**src/rtl/cart_pkg.sv**
```systemverilog
// Shared types for the banked cartridge mapper.
// Assumes control writes are decoded from address bits 15:13 and bit 0 only.
package cart_pkg;

    localparam int NUM_BANK_REGS = 8;

    // One-hot style strobes, one for each control write kind
    typedef struct packed {
        logic bank_sel;
        logic bank_data;
        logic mirror_set;
        logic irq_latch;
        logic irq_reload;
        logic irq_off;
        logic irq_on;
    } ctl_wr_s;

    // Turns a CPU write into the strobe for its register pair member
    function automatic ctl_wr_s decode_ctl_write(input logic wr,
                                                 input logic [2:0] hi,
                                                 input logic odd);
        ctl_wr_s s;
        s = '0;
        if (wr && hi[2]) begin
            unique case (hi[1:0])
                2'b00: if (odd) s.bank_data  = 1'b1; else s.bank_sel   = 1'b1;
                2'b01: if (!odd) s.mirror_set = 1'b1;
                2'b10: if (odd) s.irq_reload = 1'b1; else s.irq_latch  = 1'b1;
                default: if (odd) s.irq_on   = 1'b1; else s.irq_off    = 1'b1;
            endcase
        end
        return s;
    endfunction

endpackage

```
**src/rtl/cart_regfile.sv**
```systemverilog
// Bank register file: index/mode select, eight folded bank registers, mirroring.
// Assumes PRG_BANKS and CHR_BANKS are no larger than 256.
module cart_regfile
    import cart_pkg::*;
#(
    parameter int PRG_BANKS = 32,
    parameter int CHR_BANKS = 128
) (
    input  logic                            clk,
    input  logic                            rst_n,
    input  ctl_wr_s                         strb,
    input  logic [7:0]                      wdata,
    output logic [NUM_BANK_REGS-1:0][7:0]   banks,
    output logic                            prg_mode,
    output logic                            chr_mode,
    output logic                            mirror_horiz
);

    logic [2:0] sel_q;
    logic [7:0] prg_fold;
    logic [7:0] chr_fold;

    // Fold the write data into each bank space
    assign prg_fold = 8'((32'(wdata[5:0])) % PRG_BANKS);
    assign chr_fold = 8'((32'(wdata)) % CHR_BANKS);

    // Index and mode capture on a bank-select write
    always_ff @(posedge clk) begin
        if (!rst_n) begin
            sel_q    <= '0;
            prg_mode <= 1'b0;
            chr_mode <= 1'b0;
        end else if (strb.bank_sel) begin
            sel_q    <= wdata[2:0];
            prg_mode <= wdata[6];
            chr_mode <= wdata[7];
        end
    end

    // Mirroring capture
    always_ff @(posedge clk) begin
        if (!rst_n)               mirror_horiz <= 1'b0;
        else if (strb.mirror_set) mirror_horiz <= wdata[0];
    end

    for (genvar i = 0; i < NUM_BANK_REGS; i++) begin : g_bank
        logic [7:0] fold_val;
        if (i >= 6) begin : g_prg
            assign fold_val = prg_fold;
        end else begin : g_chr
            assign fold_val = chr_fold;
        end
        // Load this register when it is the selected target
        always_ff @(posedge clk) begin
            if (!rst_n)                                   banks[i] <= '0;
            else if (strb.bank_data && sel_q == 3'(i))    banks[i] <= fold_val;
        end
    end

    // a select write is reflected in the index on the next cycle
    p_sel_load_r1: assert property (@(posedge clk) disable iff (!rst_n)
        strb.bank_sel |=> sel_q == $past(wdata[2:0]));

    // program bank registers never exceed the bank count
    p_prg_fold_r3: assert property (@(posedge clk) disable iff (!rst_n)
        (32'(banks[6]) < PRG_BANKS) && (32'(banks[7]) < PRG_BANKS));

    // odd writes in the mirroring range leave mirroring unchanged
    p_mirror_hold_r4: assert property (@(posedge clk) disable iff (!rst_n)
        !strb.mirror_set |=> $stable(mirror_horiz));

endmodule

```
**src/rtl/cart_irq.sv**
```systemverilog
// Scanline counter with reload value, enable and pending request.
// Assumes scanline_tick is a single-cycle pulse; a reload write beats a tick.
module cart_irq
    import cart_pkg::*;
#(
    parameter int CNT_W = 8
) (
    input  logic             clk,
    input  logic             rst_n,
    input  ctl_wr_s          strb,
    input  logic [CNT_W-1:0] wdata,
    input  logic             scanline_tick,
    output logic             irq_pending
);

    logic [CNT_W-1:0] latch_q;
    logic [CNT_W-1:0] cnt_q;
    logic [CNT_W-1:0] cnt_next;
    logic             en_q;
    logic             tick_eff;

    // Counter value a tick would produce
    assign cnt_next = (cnt_q == '0) ? latch_q : cnt_q - 1'b1;
    assign tick_eff = scanline_tick && !strb.irq_reload;

    // Reload value capture
    always_ff @(posedge clk) begin
        if (!rst_n)              latch_q <= '0;
        else if (strb.irq_latch) latch_q <= wdata;
    end

    // Counter: forced to zero by a reload write, stepped by a tick
    always_ff @(posedge clk) begin
        if (!rst_n)               cnt_q <= '0;
        else if (strb.irq_reload) cnt_q <= '0;
        else if (scanline_tick)   cnt_q <= cnt_next;
    end

    // Enable flag
    always_ff @(posedge clk) begin
        if (!rst_n)            en_q <= 1'b0;
        else if (strb.irq_off) en_q <= 1'b0;
        else if (strb.irq_on)  en_q <= 1'b1;
    end

    // Pending request: set on reaching zero while enabled, cleared by disable
    always_ff @(posedge clk) begin
        if (!rst_n)                                     irq_pending <= 1'b0;
        else if (strb.irq_off)                          irq_pending <= 1'b0;
        else if (tick_eff && cnt_next == '0 && en_q)    irq_pending <= 1'b1;
    end

    // a disable write clears the request on the next cycle
    p_ack_clears_r10: assert property (@(posedge clk) disable iff (!rst_n)
        strb.irq_off |=> !irq_pending);

    // a new request only follows a tick seen while enabled
    p_set_needs_enable_r9: assert property (@(posedge clk) disable iff (!rst_n)
        $rose(irq_pending) |-> ($past(en_q) && $past(scanline_tick)));

    // a reload write leaves the counter at zero
    p_reload_zero_r8: assert property (@(posedge clk) disable iff (!rst_n)
        strb.irq_reload |=> cnt_q == '0);

endmodule

```
**src/rtl/cart_xlate.sv**
```systemverilog
// Combinational window translation for the program and pattern buses.
// Assumes CHR_BANKS is a power of two so paired 2 KiB windows stay in range.
module cart_xlate
    import cart_pkg::*;
#(
    parameter int PRG_BANKS = 32,
    parameter int CHR_BANKS = 128,
    localparam int PBW    = (PRG_BANKS > 1) ? $clog2(PRG_BANKS) : 1,
    localparam int CBW    = (CHR_BANKS > 1) ? $clog2(CHR_BANKS) : 1,
    localparam int PRG_AW = PBW + 13,
    localparam int CHR_AW = CBW + 10
) (
    input  logic                          clk,
    input  logic                          rst_n,
    input  logic [NUM_BANK_REGS-1:0][7:0] banks,
    input  logic                          prg_mode,
    input  logic                          chr_mode,
    input  logic [14:0]                   cpu_off,
    input  logic [12:0]                   ppu_off,
    output logic [PRG_AW-1:0]             prg_addr,
    output logic [CHR_AW-1:0]             chr_addr
);

    localparam logic [PBW-1:0] LAST_BANK   = PBW'(PRG_BANKS - 1);
    localparam logic [PBW-1:0] SECOND_LAST = PBW'(PRG_BANKS - 2);

    logic [PBW-1:0] prg_bank;
    logic [CBW-1:0] pair_base;
    logic [CBW-1:0] chr_bank;
    logic [2:0]     one_k_idx;
    logic           big_half;

    // Program window selection by address bits 14:13 and mode
    always_comb begin
        unique case (cpu_off[14:13])
            2'b00:   prg_bank = prg_mode ? SECOND_LAST : banks[6][PBW-1:0];
            2'b01:   prg_bank = banks[7][PBW-1:0];
            2'b10:   prg_bank = prg_mode ? banks[6][PBW-1:0] : SECOND_LAST;
            default: prg_bank = LAST_BANK;
        endcase
    end

    assign prg_addr = {prg_bank, cpu_off[12:0]};

    // Pattern window selection: 2 KiB pairs in one half, 1 KiB slots in the other
    assign big_half  = !(ppu_off[12] ^ chr_mode);
    assign pair_base = ppu_off[11] ? banks[1][CBW-1:0] : banks[0][CBW-1:0];
    assign one_k_idx = {1'b0, ppu_off[11:10]} + 3'd2;

    always_comb begin
        if (big_half) chr_bank = {pair_base[CBW-1:1], ppu_off[10]};
        else          chr_bank = banks[one_k_idx][CBW-1:0];
    end

    assign chr_addr = {chr_bank, ppu_off[9:0]};

    // the top program window always shows the last bank
    p_fixed_last_r5: assert property (@(posedge clk) disable iff (!rst_n)
        cpu_off[14:13] == 2'b11 |-> prg_addr[PRG_AW-1:13] == LAST_BANK);

    // in the 2 KiB half, adjacent 1 KiB slots are an even/odd bank pair
    p_pair_even_r6: assert property (@(posedge clk) disable iff (!rst_n)
        big_half |-> chr_addr[10] == ppu_off[10]);

endmodule

```
**src/rtl/banked_cart_mapper.sv**
```systemverilog
// Top of the banked cartridge mapper: decodes CPU control writes, holds bank
// and interrupt state, and translates CPU and pattern-bus addresses.
// Assumes one-cycle cpu_wr strobes; memories and nametables live outside.
module banked_cart_mapper
    import cart_pkg::*;
#(
    parameter int PRG_BANKS = 32,
    parameter int CHR_BANKS = 128,
    localparam int PBW    = (PRG_BANKS > 1) ? $clog2(PRG_BANKS) : 1,
    localparam int CBW    = (CHR_BANKS > 1) ? $clog2(CHR_BANKS) : 1,
    localparam int PRG_AW = PBW + 13,
    localparam int CHR_AW = CBW + 10
) (
    input  logic              clk,
    input  logic              rst_n,
    input  logic [15:0]       cpu_addr,
    input  logic [7:0]        cpu_wdata,
    input  logic              cpu_rd,
    input  logic              cpu_wr,
    input  logic [13:0]       ppu_addr,
    input  logic              ppu_rd,
    input  logic              scanline_tick,
    output logic [PRG_AW-1:0] prg_rom_addr,
    output logic              prg_rom_rd,
    output logic [12:0]       wram_addr,
    output logic              wram_en,
    output logic              wram_we,
    output logic [CHR_AW-1:0] chr_rom_addr,
    output logic              chr_rom_rd,
    output logic              mirror_horiz,
    output logic              irq_pending
);

    ctl_wr_s                         strb;
    logic [NUM_BANK_REGS-1:0][7:0]   banks;
    logic                            prg_mode;
    logic                            chr_mode;
    logic                            in_wram;

    // Control-write decode
    assign strb = decode_ctl_write(cpu_wr, cpu_addr[15:13], cpu_addr[0]);

    cart_regfile #(.PRG_BANKS(PRG_BANKS), .CHR_BANKS(CHR_BANKS)) regs_i (
        .clk          (clk),
        .rst_n        (rst_n),
        .strb         (strb),
        .wdata        (cpu_wdata),
        .banks        (banks),
        .prg_mode     (prg_mode),
        .chr_mode     (chr_mode),
        .mirror_horiz (mirror_horiz)
    );

    cart_irq #(.CNT_W(8)) irq_i (
        .clk           (clk),
        .rst_n         (rst_n),
        .strb          (strb),
        .wdata         (cpu_wdata),
        .scanline_tick (scanline_tick),
        .irq_pending   (irq_pending)
    );

    cart_xlate #(.PRG_BANKS(PRG_BANKS), .CHR_BANKS(CHR_BANKS)) xlate_i (
        .clk      (clk),
        .rst_n    (rst_n),
        .banks    (banks),
        .prg_mode (prg_mode),
        .chr_mode (chr_mode),
        .cpu_off  (cpu_addr[14:0]),
        .ppu_off  (ppu_addr[12:0]),
        .prg_addr (prg_rom_addr),
        .chr_addr (chr_rom_addr)
    );

    // Read enables and work RAM routing
    assign prg_rom_rd = cpu_rd && cpu_addr[15];
    assign chr_rom_rd = ppu_rd && !ppu_addr[13];
    assign in_wram    = cpu_addr[15:13] == 3'b011;
    assign wram_en    = in_wram && (cpu_rd || cpu_wr);
    assign wram_we    = in_wram && cpu_wr;
    assign wram_addr  = cpu_addr[12:0];

    // a work RAM write strobe never appears without the access enable
    p_wram_we_r7: assert property (@(posedge clk) disable iff (!rst_n)
        wram_we |-> wram_en && !prg_rom_rd);

endmodule

```
**config.mk**
```make
export PLATFORM = sky130hd
export DESIGN_NAME = banked_cart_mapper
export DESIGN_NICKNAME = d
export VERILOG_FILES = /design/src/rtl/cart_pkg.sv /design/src/rtl/cart_regfile.sv /design/src/rtl/cart_irq.sv /design/src/rtl/cart_xlate.sv /design/src/rtl/banked_cart_mapper.sv
export SDC_FILE = /design/constraint.sdc
export NUM_CORES = 1
export LEC_CHECK = 0
export ABC_AREA = 1
export BUFFER_PORTS_ARGS = -buffer_cell sky130_fd_sc_hd__buf_2
export CORE_AREA = 2 2 96 98
export CTS_BUF_LIST = sky130_fd_sc_hd__clkbuf_2
export DETAILED_ROUTE_END_ITERATION = 16
export DIE_AREA = 0 0 98 100
export PLACE_DENSITY = 0.64
export SETUP_SLACK_MARGIN = 0.15
export SYNTH_ARGS = -nofsm -noshare
export SYNTH_HDL_FRONTEND = slang
export SYNTH_SLANG_ARGS = --single-unit
```
**constraint.sdc**
```tcl
create_clock -name clk -period 2 [get_ports clk]
set_input_delay 0.3 -clock clk [delete_from_list [all_inputs] [get_ports clk]]
set_output_delay 0.3 -clock clk [all_outputs]
set_load 0.01 [all_outputs]
```
# --- Word-level counts from Yosys, hierarchy flattened ---
# Index checks and enable logic that the tools add are counted.
word_totals:
  register_bits: 76
  output_inout_bits: 54
classes:
  add_sub_neg: 2
  order_cmp: 1
  eq_ne: 10
  muxes: 15
  bitwise_logic: 2
  n_reduce_logical: 26
ops:
  columns: ["op", "n"]
  rows:
  - ["$mux W7", 4]
  - ["$bmux W8 S3", 1]
  - ["$logic_and A1 B1 Y1", 16]
  - ["$logic_not A8 Y1", 2]
  - ["$pmux W5 S3", 1]
  - ["$eq A3 B3 Y1 const B", 4]
  - ["$mux W5", 2]
  - ["$eq A3 B2 Y1 const B", 3]
  - ["$mux W8", 1]
  - ["$sub A8 B1 Y8 const B", 1]
  - ["$mux W2", 3]
  - ["$lt A3 B4 Y1 const B", 1]
  - ["$reduce_or A2 Y1", 2]
  - ["$add A2 B2 Y3 const B", 1]
  - ["$eq A3 B1 Y1 const B", 1]
  - ["$logic_not A3 Y1", 1]
  - ["$mux W1", 3]
  - ["$reduce_or A3 Y1", 1]
  - ["$eq A2 B1 Y1 const B", 1]
  - ["$eq A2 B2 Y1 const B", 1]
  - ["$logic_not A1 Y1", 2]
  - ["$logic_not A2 Y1", 1]
  - ["$logic_or A1 B1 Y1", 1]
  - ["$not A1 Y1", 1]
  - ["$xor A1 B1 Y1", 1]

# --- Logic depth before layout (Yosys ltp) ---
# Gate-level depths: netlist (run 1).
logic_depth:
  depth_word: 8
  ltp_mapped: 12
  mapped_depth_nobuf: 12

# --- Modules after synthesis ---
# A second synthesis (run 1) with hierarchy kept.
unflattened:
  cells_unflattened: 689
  area_unflattened_um2: 4291.6
by_module_without_submodules:
  columns: ["mod", "n_inst", "cells_per_inst", "area_each_um2", "seq_area_each_um2"]
  rows:
  - ["cart_regfile", 1, 336, 2342.2, 1161.1]
  - ["cart_irq", 1, 144, 957.2, 360.3]
  - ["cart_xlate", 1, 170, 793.3, 0.0]
  - ["banked_cart_mapper", 1, 39, 198.9, 0.0]

# --- Least setup slack after synthesis (run 1) ---
# OpenSTA, ideal clock, no wires.
synth_path:
  kind: "input port to output port"
  from: "in ppu_addr[11]"
  to: "out chr_rom_addr[11]"
  t_arrival_ns: 1.250
  required_time_ns: 1.700
  slack_ns: 0.450
  stages: 6
  path_cell_list: "clkbuf_1 -> clkbuf_1 -> o21ai_0 -> o21ai_0 -> nand2_1 -> o21ai_0"
synth_between:
  elab_chain_len: 4
  elab_cells_between_ends: 5
  classes_between: "add/sub: 1; mux: 4"
synth_rtl:
  columns: ["item", "line", "source"]
  rows:
  - ["start, declared", "banked_cart_mapper.sv:20", "input logic [13:0] ppu_addr,"]
  - ["$add A2 B2 Y3", "cart_xlate.sv:48", "assign one_k_idx = {1'b0, ppu_off[11:10]} + 3'd2;"]
  - ["$bmux W8 S3", "cart_xlate.sv:52", "else chr_bank = banks[one_k_idx][CBW-1:0];"]
  - ["$mux W7 (implied by the code)", "cart_xlate.sv:52", null]
  - ["$mux W7 *", "cart_xlate.sv:51", "if (big_half) chr_bank = {pair_base[CBW-1:1], ppu_off[10]};"]
  - ["end, declared", "banked_cart_mapper.sv:28", "output logic [CHR_AW-1:0] chr_rom_addr,"]
# Every way passes the cells marked *; elsewhere a longest branch is shown, timed or not. The select of a mux whose other input is x is not followed.

# --- Worst setup path after layout (run 1) ---
layout_path:
  from: "reg regs_i.chr_mode"
  to: "out chr_rom_addr[10]"
layout_between:
  elab_chain_len: 2
layout_rtl:
  columns: ["item", "line", "source"]
  rows:
  - ["start, declared", "cart_regfile.sv:15", "output logic chr_mode,"]
  - ["start signal, assigned", "cart_regfile.sv:36", "chr_mode <= wdata[7];"]
  - ["$xor A1 B1 Y1", "cart_xlate.sv:46", "assign big_half = !(ppu_off[12] ^ chr_mode);"]
  - ["$mux W7", "cart_xlate.sv:51", null]
# Every way passes these cells.

==> results.ini, run 1 <==
[outcome]
outcome = completed

[worst_setup_path]
arrival_ns = 1.63
critical-path-max-stage-delay_ns = 0.42
crit_required_ns = 1.70
critPathTopFamily = flip-flops
critical_path.max_fanout = 13
worstSetupPathType = reg2out
worstSetupEndpointType = output pin
cp_slowest_cell = dfxtp_4
worst_setup_path_start_kind = flip-flop
worst-path-buf-inv = 2
cp_cell_sequence = xnor2_4, inv_4, nand2_1, o22ai_1, buf_2

[routing]
totalWireLength_um = 8970
vias = 3481
vias_per_cell = 5.19
drtAntennaViolNets = 0
drc_errors = 0
dr.first_iter.drc_count = 152
drtPass1Iterations = 5
wl_per_cell_um = 13.4

[pwr]
ir_worst_vdd_mv = 0.320
power.switching_mw = 0.850
power_frac_clock_pct = 29.5
pwr-share-comb_pct = 15.8
total_power_mw = 2.80
p_leak_nw = 1.75
internal_power_mw = 1.95
p_per_area_nw_per_um2 = 706
swShare_pct = 30.4
power_frac_seq_pct = 54.6

[grt]
grt_pass1_wl_um = 14700
grt_overflow = 0
grt_max_degree = 65
antenna_found_initial = 0
grt_pass1_vias = 3134
track_usage_pct = 18.4

[yosys]
synthArstFlopShare_pct = 0
netlist_area_um2 = 3770
synthCells = 552
syn_area_per_cell_um2 = 6.83
synthFlopType = dfxtp_1
yosysUniqueCellTypes = 32
seq_area_frac_synth_pct = 39.3
synth_fp_nets = 598
synth_edf_count = 0
ys_seq_elements = 74
ys_top_cells_by_area = dfxtp_1 (39%), o21ai_0 (14%), nor2_1 (13%)
synth_area_leader_cell = dfxtp_1
yosysTopAreaCellShare_pct = 39.3
yosys_warnings = 0

[worst_hold_path]
holdCritPathClass = in2reg

[sta]
max_freq_mhz = 518
period_minus_slack_ns = 1.93
finalCritPeriodShare_pct = 96.6
worst_pin_slew_ns = 0.523
fin_worst_skew_ns = 0.0473
final_hold_viol_count = 0
whs_ns = 0.125
rsz0062_at_grt = true
maxSlewViolCount = 0
slew_headroom_pct = 65.1
setup_viol = 0

[finish]
drive_above_1_share_pct = 15.9
final_util_pct = 44.6
final_cell_area_um2 = 3970
n_fill_cell = 925
diodes = 0
instances_no_fill = 671
layout_commonest_cell = nor2_1
final_nets = 601
layout_common_cells = nor2_1 (132), o21ai_0 (95), dfxtp_1 (72)
synthToLayoutAreaGrowth_pct = 5.14

[die]
die_area_um2 = 9800
coreArea_um2 = 8890
num_rows = 35
start_util_pct = 42.4
fp.dieW_um = 98
die-height_um = 100
ioPinCount = 98

[place]
dp_cells = 653
dp_hpwl_um = 6270
post_dp_cell_area_um2 = 3800
port_buffers = 41
place.gp.congestion = 0.929

[cts]
clock_latency_ns = 0.52
clock-sinks = 74
root_buffer = clkbuf_2
h-tree-depth = 3
clk_pin_slew_worst_paths_ns = 0.24
cts_tree = done
clk_path_buf_depth = 2
cts_buffers = 9
post_cts_buffers = 0

[job]
max_cap_violations = 0

layout make-up:
class	count	area [um^2]	share of cell area, %
multi-input cells	367	1760	44.3
flip-flops and latches	74	1490	37.5
repair buffers	49	270	6.81
inverters	54	205	5.17
well taps	111	139	3.50
clock buffers	11	55.1	1.39
clock inverters	5	55.1	1.39
metrics by stage:
stage | setup slack, ns | TNS, ns
floorplan | 0.450 | 0
global placement | 0.306 | 0
detailed placement | 0.308 | 0
CTS | 0.0384 | 0
global route | -0.0111 | -0.0111
finish | 0.0681 | 0
cells by family (layout without fill, tap and decap cells):
group                    after synthesis  count (layout)  synth area share, %
AO/OA/AOI/OAI                        149             149                 20.5
multiplexers                           1               1                0.265
AND/OR/NAND/NOR                      214             214                 24.3
flip-flops                            74              74                 39.3
adder cells (fa/ha/maj)                2               2                0.663
XOR/XNOR                               1               1                0.232
buffers and inverters                111             119                 14.8
power groups by stage:
stage | clock [mW] | combinational [mW] | sequential [mW]
4_1_cts | 0.845 | 0.436 | 1.53
3_3_place_gp | 0 | 0.426 | 1.56
6_report | 0.827 | 0.443 | 1.53
2_1_floorplan | 0 | 0.377 | 1.55
3_5_place_dp | 0 | 0.430 | 1.56
5_1_grt | 0.917 | 0.501 | 1.53
final timing paths:
path                  startpoint                  end  slack, ns  cells past startpoint
min reg2reg  regs_i.mirror_horiz  regs_i.mirror_horiz       0.47                      2
min                 cpu_wdata[3]     regs_i.banks[51]       0.13                      3
max              regs_i.chr_mode     chr_rom_addr[10]       0.07                      5
max reg2reg       irq_i.cnt_q[0]    irq_i.irq_pending       0.32                     10
what timing repair did:
action / in CTS / in global routing
setup endpoints to repair: 7 / 13
gates cloned: 0 / 0
gates resized for setup: 3 / 14
pin swaps: 1 / 1
hold buffers: 1 / 1
hold endpoints to repair: 1 / 1
cell usage after synthesis (2+ instances only):
| library cell | number |
|---|---|
| o21ai_1 | 2 |
| o211ai_1 | 3 |
| or2_2 | 3 |
| nor2_2 | 4 |
| nand2_2 | 3 |
| ha_1 | 2 |
| clkbuf_1 | 16 |
| buf_4 | 36 |
| buf_1 | 4 |
| inv_1 | 52 |
| a21oi_2 | 2 |
| nand4_1 | 7 |
| nand2_1 | 51 |
| dfxtp_1 | 74 |
| o21ai_0 | 103 |
| nand3_1 | 8 |
| nor2_1 | 132 |
| inv_2 | 2 |
| a21oi_1 | 35 |
worst min-delay path: stages:
cell    delay (ns)
buf_2         0.17
nor2_1        0.12
nor2_1        0.05
sequential cells by signal (all words and copies together) (netlist names):
signal and cells:
regs_i.banks 50, irq_i.cnt_q 8, irq_i.latch_q 8, regs_i.sel_q 3, irq_i.en_q 1, irq_i.irq_pending 1
regs_i.chr_mode 1, regs_i.mirror_horiz 1, regs_i.prg_mode 1
per-layer routing:
layer  routed length, um  global-route usage, %  share of wire [%]  vias to the layer above
li1                    -                      -                  -                     1753
met1                4310                   24.7                 48                     1607
met2                4020                   29.5                 45                      108
met3                 532                   3.97                5.9                       13
met4                 112                   6.30                1.2                        0
met5                   0                      0                  0                        -
Note: power is estimated with default switching activity, not from simulation.
==> run 2: changes to the inputs <==
- PLACE_DENSITY: 0.64 -> default
- PLACE_DENSITY_LB_ADDON: default -> 0.25
==> results.ini, run 2 (synthesis gave the netlist of run 1 again) <==
[outcome]
outcome = completed

[sta]
max_freq_mhz = 524
maxSlewViolCount = 0
slew_headroom_pct = 63.4
finalCritPeriodShare_pct = 95.5
worst_pin_slew_ns = 0.547
setup_tns_ns = 0
rsz0062_at_grt = true
fin_worst_skew_ns = 0.0350
final_hold_viol_count = 0
setup_viol = 0
period_minus_slack_ns = 1.91

[worst_setup_path]
r2r-start = irq_i.cnt_q[0]
r2r-end = irq_i.irq_pending
r2r_cells = 10
critical_path.max_fanout = 13
critical-path-max-stage-delay_ns = 0.37
crit_start = regs_i.chr_mode
worstSetupPathType = reg2out
critPathTopFamily = flip-flops
worstSetupEndpointType = output pin
worst-path-buf-inv = 2
arrival_ns = 1.61
crit_required_ns = 1.70
worst_setup_path_start_kind = flip-flop
cp_cell_sequence = xnor2_2, inv_4, nand2_1, o22ai_1, buf_2
cp_slowest_cell = dfxtp_1
reg2reg_slack_ns = 0.34

[finish]
synthToLayoutAreaGrowth_pct = 5.44
drive_above_1_share_pct = 15.1
seq_area_um2 = 1480
top_register = regs_i.banks
reg.largest.list = regs_i.banks: 50 flops, irq_i.cnt_q: 8 flops, irq_i.latch_q: 8 flops
layout_common_cells = nor2_1 (132), o21ai_0 (96), dfxtp_1 (73)
largest_register_ffs = 50
final_nets = 600
multi_input_area_um2 = 1740
layout_commonest_cell = nor2_1
n_fill_cell = 935
diodes = 0

[die]
coreArea_um2 = 8890
fp.dieW_um = 98
die_area_um2 = 9800
ioPinCount = 98
die-height_um = 100
start_util_pct = 42.4
num_rows = 35

[pwr]
power_frac_clock_pct = 34.7
power.switching_mw = 0.830
swShare_pct = 27.6
p_per_area_nw_per_um2 = 756
power_frac_seq_pct = 50.9
internal_power_mw = 2.18
p_leak_nw = 1.76
pwr-share-comb_pct = 14.4
total_power_mw = 3.01
ir_worst_vdd_mv = 0.335

[worst_hold_path]
min_from = cpu_wdata[7]
hold-path-cell-count = 3
holdCritPathClass = in2reg
worstHoldEndpoint = regs_i.chr_mode

[grt]
grt_max_degree = 65
grt_pass1_wl_um = 14600
antenna_found_initial = 0
track_usage_pct = 18.4
grt_overflow = 0
grt_pass1_vias = 3021

[cts]
h-tree-depth = 3
clk_pin_slew_worst_paths_ns = 0.18
post_cts_buffers = 0
root_buffer = clkbuf_2
cts_buffers = 9
clock-sinks = 74
cts_tree = done
clk_path_buf_depth = 2
clock_latency_ns = 0.50

[routing]
drtAntennaViolNets = 0
vias_per_cell = 5.07
wl_per_cell_um = 13.1
totalWireLength_um = 8760
drtPass1Iterations = 4
vias = 3390
dr.first_iter.drc_count = 147
drc_errors = 0

[place]
place.gp.congestion = 0.908
dp_hpwl_um = 6110
port_buffers = 41

[job]
max_cap_violations = 0

## run 2: worst max path at each step
stage	to	slack (ns)	depth (start not counted)
final	chr_rom_addr[10]	0.09	5
after floorplan	chr_rom_addr[11]	0.45	6
after global routing	chr_rom_addr[14]	0.009	4
after global placement	chr_rom_addr[10]	0.31	5
after CTS	chr_rom_addr[15]	0.05	4
after detailed placement	chr_rom_addr[10]	0.31	5
## run 2: final cells by class
type | instances | share of cell area, %
Sequential cell | 74 | 37.3
Clock buffer | 9 | 1.13
Inverter | 54 | 5.16
Timing Repair Buffer | 48 | 6.54
Tap cell | 111 | 3.49
Multi-Input combinational cell | 367 | 43.7
Clock inverter | 6 | 2.67
## run 2: layer usage
metal | up-vias | routed length [um] | global-route usage [%]
met5 | - | 0 | 0
met4 | 0 | 182 | 7.37
met3 | 25 | 521 | 2.86
met2 | 114 | 3860 | 28.6
met1 | 1506 | 4190 | 25.7
li1 | 1745 | - | -
## run 2: through the flow
stage	hold slack (ns)	worst slack (ns)	instances	util (%)	instance area, um^2
3_3_place_gp	0.439	0.310	653	42.8	3800
3_5_place_dp	0.446	0.309	653	42.8	3800
2_1_floorplan	0.430	0.450	552	-	3770
4_1_cts	0.0432	0.0512	669	44.7	3970
6_report	0.0729	0.0901	669	44.7	3980
5_1_grt	0.0591	0.00922	669	44.7	3980
## run 2: repair_timing
action / 4_1_cts / 5_1_grt
gates resized for setup: 3 / 8
gates cloned: 0 / 0
endpoints found under the setup margin: 7 / 10
endpoints found under the hold margin: 1 / 0
hold buffers: 1 / 0
pin swaps: 1 / 1
## run 2: tightest hold or removal path, stage by stage
cell	delay [ns]
buf_2	0.10
nor2_1	0.04
nor2_1	0.08
## run 2: power by group through the flow
stage	combinational (mW)	sequential (mW)	clock, mW
CTS	0.432	1.53	1.07
detailed placement	0.427	1.56	0
global placement	0.426	1.56	0
finish	0.434	1.53	1.04
floorplan	0.377	1.55	0
global route	0.497	1.54	1.14
